## src/rtl/lrn_pkg.sv

```systemverilog
package lrn_pkg;

    localparam int MAC_W  = 48;
    localparam int HASH_W = 8;
    localparam int PORT_W = 4;
    localparam int REC_W  = 32;

    typedef struct packed {
        logic [MAC_W-1:0]  mac;
        logic [HASH_W-1:0] hash;
        logic [PORT_W-1:0] port;
    } lrn_entry_t;

    typedef struct packed {
        logic [REC_W-1:0] a;
        logic [REC_W-1:0] b;
    } lrn_pair_t;

    // Byte n of the address (n = 1..6) sits in mac[55-8n -: 8].
    function automatic logic [7:0] mac_byte(lrn_entry_t e, int n);
        return e.mac[MAC_W-1-8*(n-1) -: 8];
    endfunction

    function automatic lrn_pair_t pack_pair(lrn_entry_t e);
        lrn_pair_t p;
        for (int i = 0; i < 4; i++) begin
            p.a[8*i +: 8] = mac_byte(e, i + 1);
        end
        p.b = {4'h0, e.port, e.hash, mac_byte(e, 6), mac_byte(e, 5)};
        return p;
    endfunction

endpackage

```

## src/rtl/lrn_pair_store.sv

```systemverilog
module lrn_pair_store
    import lrn_pkg::*;
#(
    parameter int DEPTH = 16,
    localparam int PTR_W = (DEPTH > 1) ? $clog2(DEPTH) : 1,
    localparam int CNT_W = $clog2(DEPTH + 1)
) (
    input  logic             clk,
    input  logic             rst,
    input  logic             wr_en,
    input  lrn_entry_t       wr_data,
    input  logic             rd_en,
    output lrn_entry_t       head,
    output logic [CNT_W-1:0] cnt,
    output logic             empty,
    output logic             full
);

    lrn_entry_t       mem [DEPTH];
    logic [PTR_W-1:0] wr_ptr;
    logic [PTR_W-1:0] rd_ptr;

    function automatic logic [PTR_W-1:0] bump(logic [PTR_W-1:0] p);
        return (p == PTR_W'(DEPTH - 1)) ? '0 : p + 1'b1;
    endfunction

    always_ff @(posedge clk) begin
        if (wr_en) begin
            mem[wr_ptr] <= wr_data;
        end
    end

    always_ff @(posedge clk) begin
        if (rst) begin
            wr_ptr <= '0;
            rd_ptr <= '0;
            cnt    <= '0;
        end else begin
            if (wr_en) wr_ptr <= bump(wr_ptr);
            if (rd_en) rd_ptr <= bump(rd_ptr);
            if (wr_en && !rd_en)      cnt <= cnt + 1'b1;
            else if (rd_en && !wr_en) cnt <= cnt - 1'b1;
        end
    end

    assign head  = mem[rd_ptr];
    assign empty = (cnt == '0);
    assign full  = (cnt == CNT_W'(DEPTH));

endmodule

```

## src/rtl/lrn_read_ctl.sv

```systemverilog
module lrn_read_ctl (
    input  logic clk,
    input  logic rst,
    input  logic rd_first,
    input  logic rd_second,
    input  logic empty,
    output logic pop,
    output logic first_seen
);

    assign pop = rd_second && first_seen && !empty;

    always_ff @(posedge clk) begin
        if (rst) begin
            first_seen <= 1'b0;
        end else if (pop) begin
            first_seen <= 1'b0;
        end else if (rd_first && !empty) begin
            first_seen <= 1'b1;
        end
    end

endmodule

```

## src/rtl/lrn_sticky_flag.sv

```systemverilog
module lrn_sticky_flag (
    input  logic clk,
    input  logic rst,
    input  logic set,
    input  logic clr,
    output logic flag
);

    always_ff @(posedge clk) begin
        if (rst)      flag <= 1'b0;
        else if (set) flag <= 1'b1;
        else if (clr) flag <= 1'b0;
    end

endmodule

```

## src/rtl/lrn_rec_fifo.sv

```systemverilog
module lrn_rec_fifo
    import lrn_pkg::*;
#(
    parameter int DEPTH = 16,
    localparam int CNT_W = $clog2(DEPTH + 1)
) (
    input  logic        clk,
    input  logic        rst,
    input  logic        push_valid,
    input  logic [47:0] push_mac,
    input  logic [7:0]  push_hash,
    input  logic [3:0]  push_port,
    input  logic        rd_rec_a,
    input  logic        rd_rec_b,
    input  logic        ovf_clr,
    output logic        pair_avail,
    output logic [31:0] rec_a,
    output logic [31:0] rec_b,
    output logic        ovf_flag
);

    lrn_entry_t       in_entry;
    lrn_entry_t       head;
    lrn_pair_t        head_pair;
    logic [CNT_W-1:0] cnt;
    logic             empty;
    logic             full;
    logic             pop;
    logic             a_seen;
    logic             push_ok;
    logic             push_drop;

    assign in_entry = '{mac: push_mac, hash: push_hash, port: push_port};

    lrn_read_ctl u_rd (
        .clk        (clk),
        .rst        (rst),
        .rd_first   (rd_rec_a),
        .rd_second  (rd_rec_b),
        .empty      (empty),
        .pop        (pop),
        .first_seen (a_seen)
    );

    // A removal in the same cycle frees the slot a full queue needs.
    assign push_ok   = push_valid && (!full || pop);
    assign push_drop = push_valid && full && !pop;

    lrn_pair_store #(.DEPTH(DEPTH)) u_store (
        .clk     (clk),
        .rst     (rst),
        .wr_en   (push_ok),
        .wr_data (in_entry),
        .rd_en   (pop),
        .head    (head),
        .cnt     (cnt),
        .empty   (empty),
        .full    (full)
    );

    lrn_sticky_flag u_ovf (
        .clk  (clk),
        .rst  (rst),
        .set  (push_drop),
        .clr  (ovf_clr),
        .flag (ovf_flag)
    );

    assign head_pair  = pack_pair(head);
    assign pair_avail = !empty;
    assign rec_a      = empty ? '0 : head_pair.a;
    assign rec_b      = empty ? '0 : head_pair.b;

endmodule

```

## config.mk

```make
export PLATFORM = sky130hd
export DESIGN_NAME = lrn_rec_fifo
export DESIGN_NICKNAME = d
export VERILOG_FILES = /design/src/rtl/lrn_pkg.sv /design/src/rtl/lrn_pair_store.sv /design/src/rtl/lrn_read_ctl.sv /design/src/rtl/lrn_sticky_flag.sv /design/src/rtl/lrn_rec_fifo.sv
export SDC_FILE = /design/constraint.sdc
export NUM_CORES = 1
export LEC_CHECK = 0
export BUFFER_PORTS_ARGS = -buffer_cell sky130_fd_sc_hd__buf_2
export CAP_MARGIN = 15
export CORE_MARGIN = 8
export CORE_UTILIZATION = 60
export DETAILED_ROUTE_END_ITERATION = 12
export GPL_ROUTABILITY_DRIVEN = 0
export PLACE_DENSITY = 0.8
export SLEW_MARGIN = 20
export SYNTH_ARGS = -nofsm -noshare
export SYNTH_HDL_FRONTEND = slang
export SYNTH_SLANG_ARGS = --single-unit
```

## constraint.sdc

```tcl
create_clock -name clk -period 9.8 [get_ports clk]
set_input_delay 1.96 -clock clk [delete_from_list [all_inputs] [get_ports clk]]
set_output_delay 1.96 -clock clk [all_outputs]
set_load 0.05 [all_outputs]
```

==> flow_metrics.py, run 1 <==
metrics = {
    "worst_setup_path": {
        "cp.required_ns": 7.84,
        "r2r_setup_slack_ns": 6.10,
        "slowest_delay_ns": 0.95,
        "cp_max_fo": 44,
        "r2r-start": "u_store.cnt[0]",
        "cp.arrival_ns": 4.01,
        "r2r_cells": 10,
        "cpMaxStageDelayCell": "dfxtp_4",
        "endpoint_kind": "output port",
        "cp_cell_sequence": "buf_4, mux4_2, mux2_2, o21ai_0, a21oi_1, buf_2",
        "critPathLaunchType": "flip-flop",
        "r2r-end": "u_store.cnt[4]",
        "critPathKind": "flip-flop to output port",
    },
    "route": {
        "viasPerCell": 6.47,
        "final_antenna_net_count": 0,
        "drt_iter0_drc": 1803,
        "wire_per_inst_um": 29.6,
        "drc": 0,
        "firstDrtPassIters": 7,
        "wl_um": 81300,
        "vias": 17767,
    },
    "clock_network": {
        "cts_buffers": 93,
        "clockRootBuffer": "clkbuf_16",
        "clk_pin_slew_ns": 0.06,
        "cts_hold_repair.buffers": 0,
        "cts.sinks": 979,
        "cts_tree": "yes",
        "cts_setup_buffers": 0,
        "cts_buffer_depth": 3,
        "cts_resized": 0,
        "cts-htree-levels": 3,
        "clk_latency_ns": 0.64,
    },
    "global_routing": {
        "grt_pass1_vias": 18452,
        "grt_overflow": 0,
        "grt_pass1_wl_um": 119000,
        "antenna_found_initial": 9,
        "grt_max_degree": 93,
        "grt_util_all_layers_pct": 22.8,
    },
    "logic_synthesis": {
        "seq_area_frac_synth_pct": 77.3,
        "yosysUniqueCellTypes": 45,
        "yosys_warnings": 0,
        "synth.top_cell.area_share_pct": 76.3,
        "synthArstFlopShare_pct": 0,
        "synth_edf_count": 960,
        "ys_seq_elements": 979,
        "synth.most_common_cell": "edfxtp_1",
        "syn-cell-area_sq_um": 37800,
        "ys.flop_type": "edfxtp_1",
        "yosysTopAreaCell": "edfxtp_1",
        "synth_cells": 1663,
        "synth.area.top_cells": "edfxtp_1, mux4_2, mux2i_1",
        "syn_avg_cell_area_sq_um": 22.7,
        "netlist_top_cells_count": "edfxtp_1, mux4_2, a211oi_1",
    },
    "die": {
        "rows": 92,
        "start_util_pct": 60.3,
        "dieArea_sq_um": 71200,
        "die_y_um": 267,
        "ios": 132,
        "fp.coreArea_sq_um": 62600,
        "fp.dieW_um": 267,
    },
    "pwr": {
        "power_density_nw_per_um2": 243,
        "ir_drop_mv": 0.208,
        "fin_total_pwr_mw": 10.3,
        "p_leak_nw": 13.0,
    },
    "placed_design": {
        "portBuffers": 127,
        "dpl.hpwl_um": 38700,
    },
    "sta": {
        "setup-violations-final": 0,
        "min_period_over_period_pct": 60.9,
        "setup_tns_ns": 0,
        "timing_worst_slew_pin_value_ns": 1.16,
        "slew_headroom_pct": 22.8,
        "final-max-slew-violation-count": 0,
        "hold_viol": 0,
        "fin_skew_ns": 0.0181,
        "rsz0062_at_grt": "false",
        "finalWorstPathRequiredPeriod_ns": 5.97,
        "fmax_mhz": 167,
    },
    "run_status": {
        "status": "finished clean",
    },
    "hold_path": {
        "hold_path.class": "flip-flop to flip-flop",
        "holdPathStages": 2,
        "hp-start": "u_ovf.flag",
        "min_to": "u_ovf.flag",
    },
    "layout": {
        "syn2layout_area_growth_pct": 11.9,
        "fin_nets": 1893,
        "layout-drive-gt1-share_pct": 30.4,
    },
    "job": {
        "cap_violations": 0,
    },
}
==> state kept, by name, summed over array words and instances, names as in the netlist, named ones only <==
register         count
u_store.wr_ptr       4
u_store.mem        960
u_store.rd_ptr       4
u_store.cnt          5
u_ovf.flag           1
u_rd.first_seen      1
==> area by class of cell <==
class / instances / area (sq um)
flip-flops and latches: 979 / 29200
fillers: 3807 / 20400
multi-input cells: 579 / 8060
clock buffers: 109 / 2430
well taps: 846 / 1060
repair buffers: 156 / 878
clock inverters: 62 / 559
inverters: 7 / 26.3
diodes: 9 / 22.5
==> worst max-delay path, delay by kind of cell (launching register included) <==
kind | cells | cell delay (ns)
compound gates | 2 | 0.35
buf+inv | 2 | 1.07
flops | 1 | 0.95
mux | 2 | 0.93
==> where the power goes <==
part	switching, mW	internal (mW)
clock	1.50	2.03
sequential	0.0721	4.72
combinational	1.36	0.592
total	2.93	7.34
==> worst max path at each step <==
| stage | to | startpoint | slack, ns |
|---|---|---|---|
| after floorplan | u_store.mem[0][0] | rd_rec_b | 0.62 |
| after detailed placement | rec_b[26] | flip-flop | 4.40 |
| after global placement | rec_b[26] | flip-flop | 4.41 |
| after global routing | rec_a[5] | flip-flop | 3.60 |
| after CTS | rec_b[26] | flip-flop | 3.54 |
| final | rec_a[5] | flip-flop | 3.83 |
==> metal layers <==
metal | vias to the layer above | wire [um] | track usage (%)
met5 | - | 13 | 0
met2 | 877 | 42200 | 39.3
li1 | 7352 | - | -
met1 | 9381 | 30900 | 29.4
met4 | 2 | 2320 | 7.12
met3 | 155 | 5890 | 4.50
==> cells in the final DEF (no fill, tap or decap), types with 11 or more instances in the layout <==
cell	n
mux2_2	29
edfxtp_1	960
nor2_1	14
dfxtp_1	15
o21ai_0	14
a211oi_1	66
a21oi_1	37
clkinv_1	32
nor2b_1	34
o21ai_1	17
mux4_2	240
clkbuf_1	14
clkbuf_16	95
mux2i_1	61
buf_4	27
clkinv_2	11
buf_2	127
==> stage by stage <==
| step | setup WS [ns] | util, % | hold WS [ns] | area (sq um) | instances |
|---|---|---|---|---|---|
| after floorplan | 0.621 | - | 0.472 | 37800 | 1666 |
| after global placement | 4.41 | 62.7 | 0.467 | 39200 | 2567 |
| after detailed placement | 4.40 | 62.7 | 0.467 | 39200 | 2567 |
| after CTS | 3.54 | 67.4 | 0.476 | 42200 | 2738 |
| after global routing | 3.60 | 67.5 | 0.494 | 42200 | 2742 |
| final | 3.83 | 67.5 | 0.473 | 42300 | 2747 |
==> logic make-up (layout without fill, tap and decap cells) <==
kind of cell | after synthesis | after routing | share of synthesized area (%)
buffers and inverters | 108 | 334 | 1.53
AO/OA/AOI/OAI | 146 | 146 | 2.51
flip-flops | 979 | 979 | 77.3
XOR/XNOR | 5 | 5 | 0.116
multiplexers | 330 | 330 | 16.8
adder cells (fa/ha/maj) | 11 | 11 | 0.384
AND/OR/NAND/NOR | 83 | 83 | 1.30
other | 1 | 13 | 0.00993
No activity file was read; power rests on OpenSTA's default activity.
==> inputs of run 2 (changes only) <==
==> constraint.sdc (replaced) <==
create_clock -name clk -period 5.61 [get_ports clk]
set_input_delay 1.122 -clock clk [delete_from_list [all_inputs] [get_ports clk]]
set_output_delay 1.122 -clock clk [all_outputs]
set_load 0.05 [all_outputs]
==> run 2 against run 1 <==
  * Clock-buffer cell count increased by 2
  * First-iteration DRC count is 1.2% higher
  * Via count rose by 2.0%
  * Highest routed layer unchanged
  * Routed wire length grew 4.9%
  * Critical path type unchanged
  * Power rose by 78%
  * Design area increased by 0.90%
  * Worst hold slack gained 0.017 ns
==> flow_metrics.py, run 2 (synthesis results as in run 1) <==
metrics = {
    "run_status": {
        "status": "finished clean",
    },
    "layout": {
        "final_cell_mix": "edfxtp_1, mux4_2, buf_2, clkbuf_16, a211oi_1",
        "layout-drive-gt1-share_pct": 31.9,
        "top_regs": "u_store.mem: 960 flops, u_store.cnt: 5 flops",
        "largest_register": "u_store.mem",
        "layout_commonest_cell": "edfxtp_1",
        "seqCellArea_sq_um": 29200,
        "fin_nets": 1908,
        "multiInputGateArea_sq_um": 8070,
        "fillCellCount": 3739,
        "syn2layout_area_growth_pct": 12.9,
        "utilization_pct": 68.1,
        "largest_reg_flops": 960,
    },
    "clock_network": {
        "cts_resized": 0,
        "cts-htree-levels": 3,
        "cts_buffers": 94,
        "cts_tree": "yes",
        "cts_setup_buffers": 0,
        "clk_latency_ns": 0.65,
        "clk_pin_slew_ns": 0.06,
        "cts_buffer_depth": 3,
        "cts.sinks": 979,
        "cts_hold_repair.buffers": 0,
        "clockRootBuffer": "clkbuf_16",
    },
    "hold_path": {
        "hold_path.class": "flip-flop to flip-flop",
        "holdPathStages": 2,
        "hp-start": "u_ovf.flag",
    },
    "route": {
        "wire_per_inst_um": 30.9,
        "drc": 0,
        "drt_iter0_drc": 1825,
        "firstDrtPassIters": 7,
        "vias": 18122,
        "wl_um": 85300,
        "viasPerCell": 6.56,
        "final_antenna_net_count": 0,
    },
    "die": {
        "fp.coreArea_sq_um": 62600,
        "start_util_pct": 60.3,
        "die_y_um": 267,
        "dieArea_sq_um": 71200,
        "ios": 132,
        "rows": 92,
        "fp.dieW_um": 267,
    },
    "placed_design": {
        "dpl.hpwl_um": 41400,
        "portBuffers": 127,
    },
    "pwr": {
        "seq_power_share_pct": 45.7,
        "power_density_nw_per_um2": 429,
        "p_leak_nw": 13.2,
        "ir_drop_mv": 0.470,
        "p_int_mw": 13.1,
        "p_clk_share_pct": 35.2,
        "power_switching_mw": 5.23,
        "swShare_pct": 28.6,
        "combPwrFrac_pct": 19.1,
    },
    "worst_setup_path": {
        "critPathKind": "flip-flop to output port",
        "r2r-start": "u_store.cnt[0]",
        "r2r_cells": 10,
        "cp_max_fo": 32,
        "critPathLaunchType": "flip-flop",
        "cp.arrival_ns": 3.50,
        "cp.required_ns": 4.49,
        "endpoint_kind": "output port",
    },
    "sta": {
        "rsz0062_at_grt": "false",
        "setup-violations-final": 0,
        "min_period_over_period_pct": 82.3,
        "slew_headroom_pct": 28.1,
        "final-max-slew-violation-count": 0,
        "setup_tns_ns": 0,
        "timing_worst_slew_pin_value_ns": 1.07,
        "finalWorstPathRequiredPeriod_ns": 4.62,
        "fin_skew_ns": 0.0202,
        "hold_viol": 0,
        "whs_ns": 0.489,
        "fmax_mhz": 217,
    },
    "global_routing": {
        "grt_pass1_wl_um": 125000,
        "grt_util_all_layers_pct": 24.0,
        "grt_max_degree": 90,
        "grt_pass1_vias": 19093,
        "antenna_found_initial": 12,
        "grt_overflow": 0,
    },
    "job": {
        "cap_violations": 0,
    },
}
[run 2: power groups by stage]
stage / Sequential (mW) / Combinational (mW) / Clock [mW]
floorplan: 8.47 / 2.58 / 0
global placement: 8.49 / 3.44 / 0
detailed placement: 8.51 / 3.49 / 0
CTS: 8.36 / 3.53 / 6.51
global route: 8.37 / 3.66 / 6.80
finish: 8.36 / 3.49 / 6.45
[run 2: metrics by stage]
stage / worst slack, ns / std cells / area, sq um / total power, mW
floorplan: -2.69 / 1666 / 37800 / 11.0
global placement: 1.56 / 2581 / 39500 / 11.9
detailed placement: 1.51 / 2581 / 39500 / 12.0
CTS: 0.857 / 2756 / 42600 / 18.4
global route: 0.743 / 2758 / 42600 / 18.8
finish: 0.992 / 2763 / 42600 / 18.3
[run 2: layout make-up]
cell class	count	share of cell area, %
Sequential cell	979	68.5
Multi-Input combinational cell	579	18.9
Clock buffer	111	5.82
Timing Repair Buffer	170	2.57
Tap cell	846	2.48
Clock inverter	64	1.57
Inverter	7	0.0616
Antenna cell	7	0.0411
[run 2: final timing paths]
path,end,slack (ns)
max,rec_a[12],0.99
min,u_ovf.flag,0.49
max reg2reg,u_store.cnt[4],1.75
min reg2reg,u_ovf.flag,0.49
[run 2: worst max-delay path, stage by stage, from the launching register on]
cell and delay [ns]:
dfxtp_4 0.84, buf_4 0.58, mux4_2 0.57, nor2b_1 0.14, a211oi_1 0.29, a211oi_1 0.12
buf_2 0.28
[run 2: routing by layer]
metal | track usage (%) | vias up | share of wire (%)
li1 | - | 7378 | -
met3 | 4.14 | 163 | 7.4
met4 | 8.09 | 8 | 2.8
met5 | 0 | - | 0.063
met2 | 41.9 | 979 | 53
met1 | 30.6 | 9594 | 37
==> inputs of run 3 (changes only) <==
==> constraint.sdc (replaced) <==
create_clock -name clk -period 4.7 [get_ports clk]
set_input_delay 0.94 -clock clk [delete_from_list [all_inputs] [get_ports clk]]
set_output_delay 0.94 -clock clk [all_outputs]
set_load 0.05 [all_outputs]
==> run 3 against run 2 <==
  * Power increased by 18%
  * Clock power grew 16%
  * Critical path depth shrank 1
  * Largest power group unchanged
==> flow_metrics.py, run 3 (synthesis results as in run 1) <==
metrics = {
    "worst_setup_path": {
        "cp_top_family": "flip-flops",
        "r2r_setup_slack_ns": 1.50,
        "slowest_delay_ns": 0.87,
        "endpoint_kind": "output port",
        "cpMaxStageDelayCell": "dfxtp_4",
        "critPathKind": "flip-flop to output port",
        "r2r-end": "u_store.cnt[4]",
        "r2r_cells": 11,
        "cp.arrival_ns": 3.44,
        "cp.buffers_inverters": 2,
        "cp_cell_sequence": "buf_4, mux4_2, mux2i_1, a211oi_1, buf_2",
        "r2r-start": "u_store.cnt[0]",
        "cp.required_ns": 3.76,
        "cp_max_fo": 57,
        "critPathLaunchType": "flip-flop",
    },
    "clock_network": {
        "clk_latency_ns": 0.64,
        "cts.sinks": 979,
        "cts_buffer_depth": 3,
        "clockRootBuffer": "clkbuf_16",
        "cts_hold_repair.buffers": 0,
        "cts-htree-levels": 3,
        "cts_tree": "yes",
        "cts_buffers": 93,
        "clk_pin_slew_ns": 0.06,
        "cts_setup_buffers": 0,
        "cts_resized": 0,
    },
    "sta": {
        "hold_viol": 0,
        "fmax_mhz": 228,
        "min_period_over_period_pct": 93.2,
        "setup_ws_ns": 0.321,
        "setup-violations-final": 0,
        "fin_skew_ns": 0.0261,
        "rsz0062_at_grt": "false",
        "finalWorstPathRequiredPeriod_ns": 4.38,
        "whs_ns": 0.476,
        "slew_headroom_pct": 35.3,
        "final-max-slew-violation-count": 0,
        "timing_worst_slew_pin_value_ns": 0.971,
    },
    "placed_design": {
        "dpl.hpwl_um": 42500,
        "dpl-instance-area_sq_um": 39600,
        "dp_cells": 2586,
        "portBuffers": 127,
        "place_ws_ns": 1.11,
    },
    "global_routing": {
        "grt_util_met2_pct": 38.8,
        "grt_util_all_layers_pct": 22.9,
        "grt_overflow": 0,
        "gr-usage-met3_pct": 4.51,
        "grt_pass1_vias": 18741,
        "grt_max_degree": 71,
        "antenna_found_initial": 15,
        "use_met1_pct": 29.2,
        "grt_pass1_wl_um": 120000,
        "gr-max-usage-layer": "met2",
    },
    "route": {
        "final_antenna_net_count": 0,
        "drc": 0,
        "wl_um": 80800,
        "wire_per_inst_um": 29.3,
        "vias": 17668,
        "viasPerCell": 6.41,
        "firstDrtPassIters": 5,
        "drt_iter0_drc": 1864,
    },
    "layout": {
        "fillCellCount": 3746,
        "utilization_pct": 68.1,
        "top_regs": "u_store.mem: 960 flops, u_store.cnt: 5 flops",
        "final_cell_mix": "edfxtp_1, mux4_2, buf_2, clkbuf_16, a211oi_1",
        "largest_register": "u_store.mem",
        "syn2layout_area_growth_pct": 12.9,
        "largest_reg_flops": 960,
        "fin_cells": 2758,
        "layout_commonest_cell": "edfxtp_1",
        "fin_nets": 1912,
        "final_area_sq_um": 42600,
        "layout-drive-gt1-share_pct": 31.7,
    },
    "die": {
        "fp.coreArea_sq_um": 62600,
        "die_y_um": 267,
        "rows": 92,
        "dieArea_sq_um": 71200,
        "ios": 132,
        "start_util_pct": 60.3,
        "fp.dieW_um": 267,
    },
    "hold_path": {
        "hold_path.class": "flip-flop to flip-flop",
        "min_to": "u_ovf.flag",
        "holdPathStages": 2,
        "hp-start": "u_ovf.flag",
    },
    "run_status": {
        "status": "finished clean",
    },
    "pwr": {
        "ir_drop_mv": 0.373,
        "p_leak_nw": 13.1,
        "power_density_nw_per_um2": 506,
    },
    "job": {
        "cap_violations": 0,
    },
}
run 3: cell count changes in the layout (fill, tap and decap cells not counted), moves of 2 or more:
| cell | change |
|---|---|
| nor4b_4 | +2 |
| nor4b_2 | -2 |
| clkbuf_16 | -3 |
| clkinv_2 | -8 |
| buf_12 | +5 |
| inv_6 | -3 |
run 3: through the flow:
stage	setup TNS [ns]	total power, mW
6_report	0	21.6
5_1_grt	0	22.2
4_1_cts	0	21.7
3_5_place_dp	0	14.3
3_3_place_gp	0	14.2
2_1_floorplan	-105.09	13.2
run 3: worst min-delay path, cell delays in order, from the launching register on:
cell and delay, ns:
dfxtp_1 0.31, nand2b_1 0.07, a21oi_1 0.06
run 3: power breakdown:
group          total (mW)  switching [mW]  internal (mW)
Combinational        4.14            2.86           1.28
Sequential           9.95           0.120           9.83
Clock                7.47            3.13           4.34
Total                21.6            6.10           15.5
run 3: metal layers:
layer	share of wire (%)	wire length, um
met2	51	41200
met4	3.2	2590
met1	38	31000
met5	0.11	92
met3	7.3	5920
run 3: area by class of cell:
cell class	count	area [sq um]	share of cell area [%]
sequential	979	29200	68.5
multi-input combinational	579	8090	19.0
clock buffer	109	2420	5.67
timing repair buffer	175	1200	2.81
tap	846	1060	2.48
clock inverter	55	613	1.44
inverter	7	26.3	0.0616
antenna	8	20.0	0.0469
run 3: worst max path at each step:
stage / startpoint / endpoint / slack, ns / cells after the start
detailed placement: flip-flop / rec_a[27] / 1.11 / 5
global placement: flip-flop / rec_a[27] / 1.14 / 5
global route: flip-flop / rec_a[27] / 0.31 / 5
floorplan: rd_rec_b / u_store.mem[0][0] / -0.45 / 4
CTS: flip-flop / rec_a[27] / 0.40 / 5
finish: flip-flop / rec_a[27] / 0.32 / 5
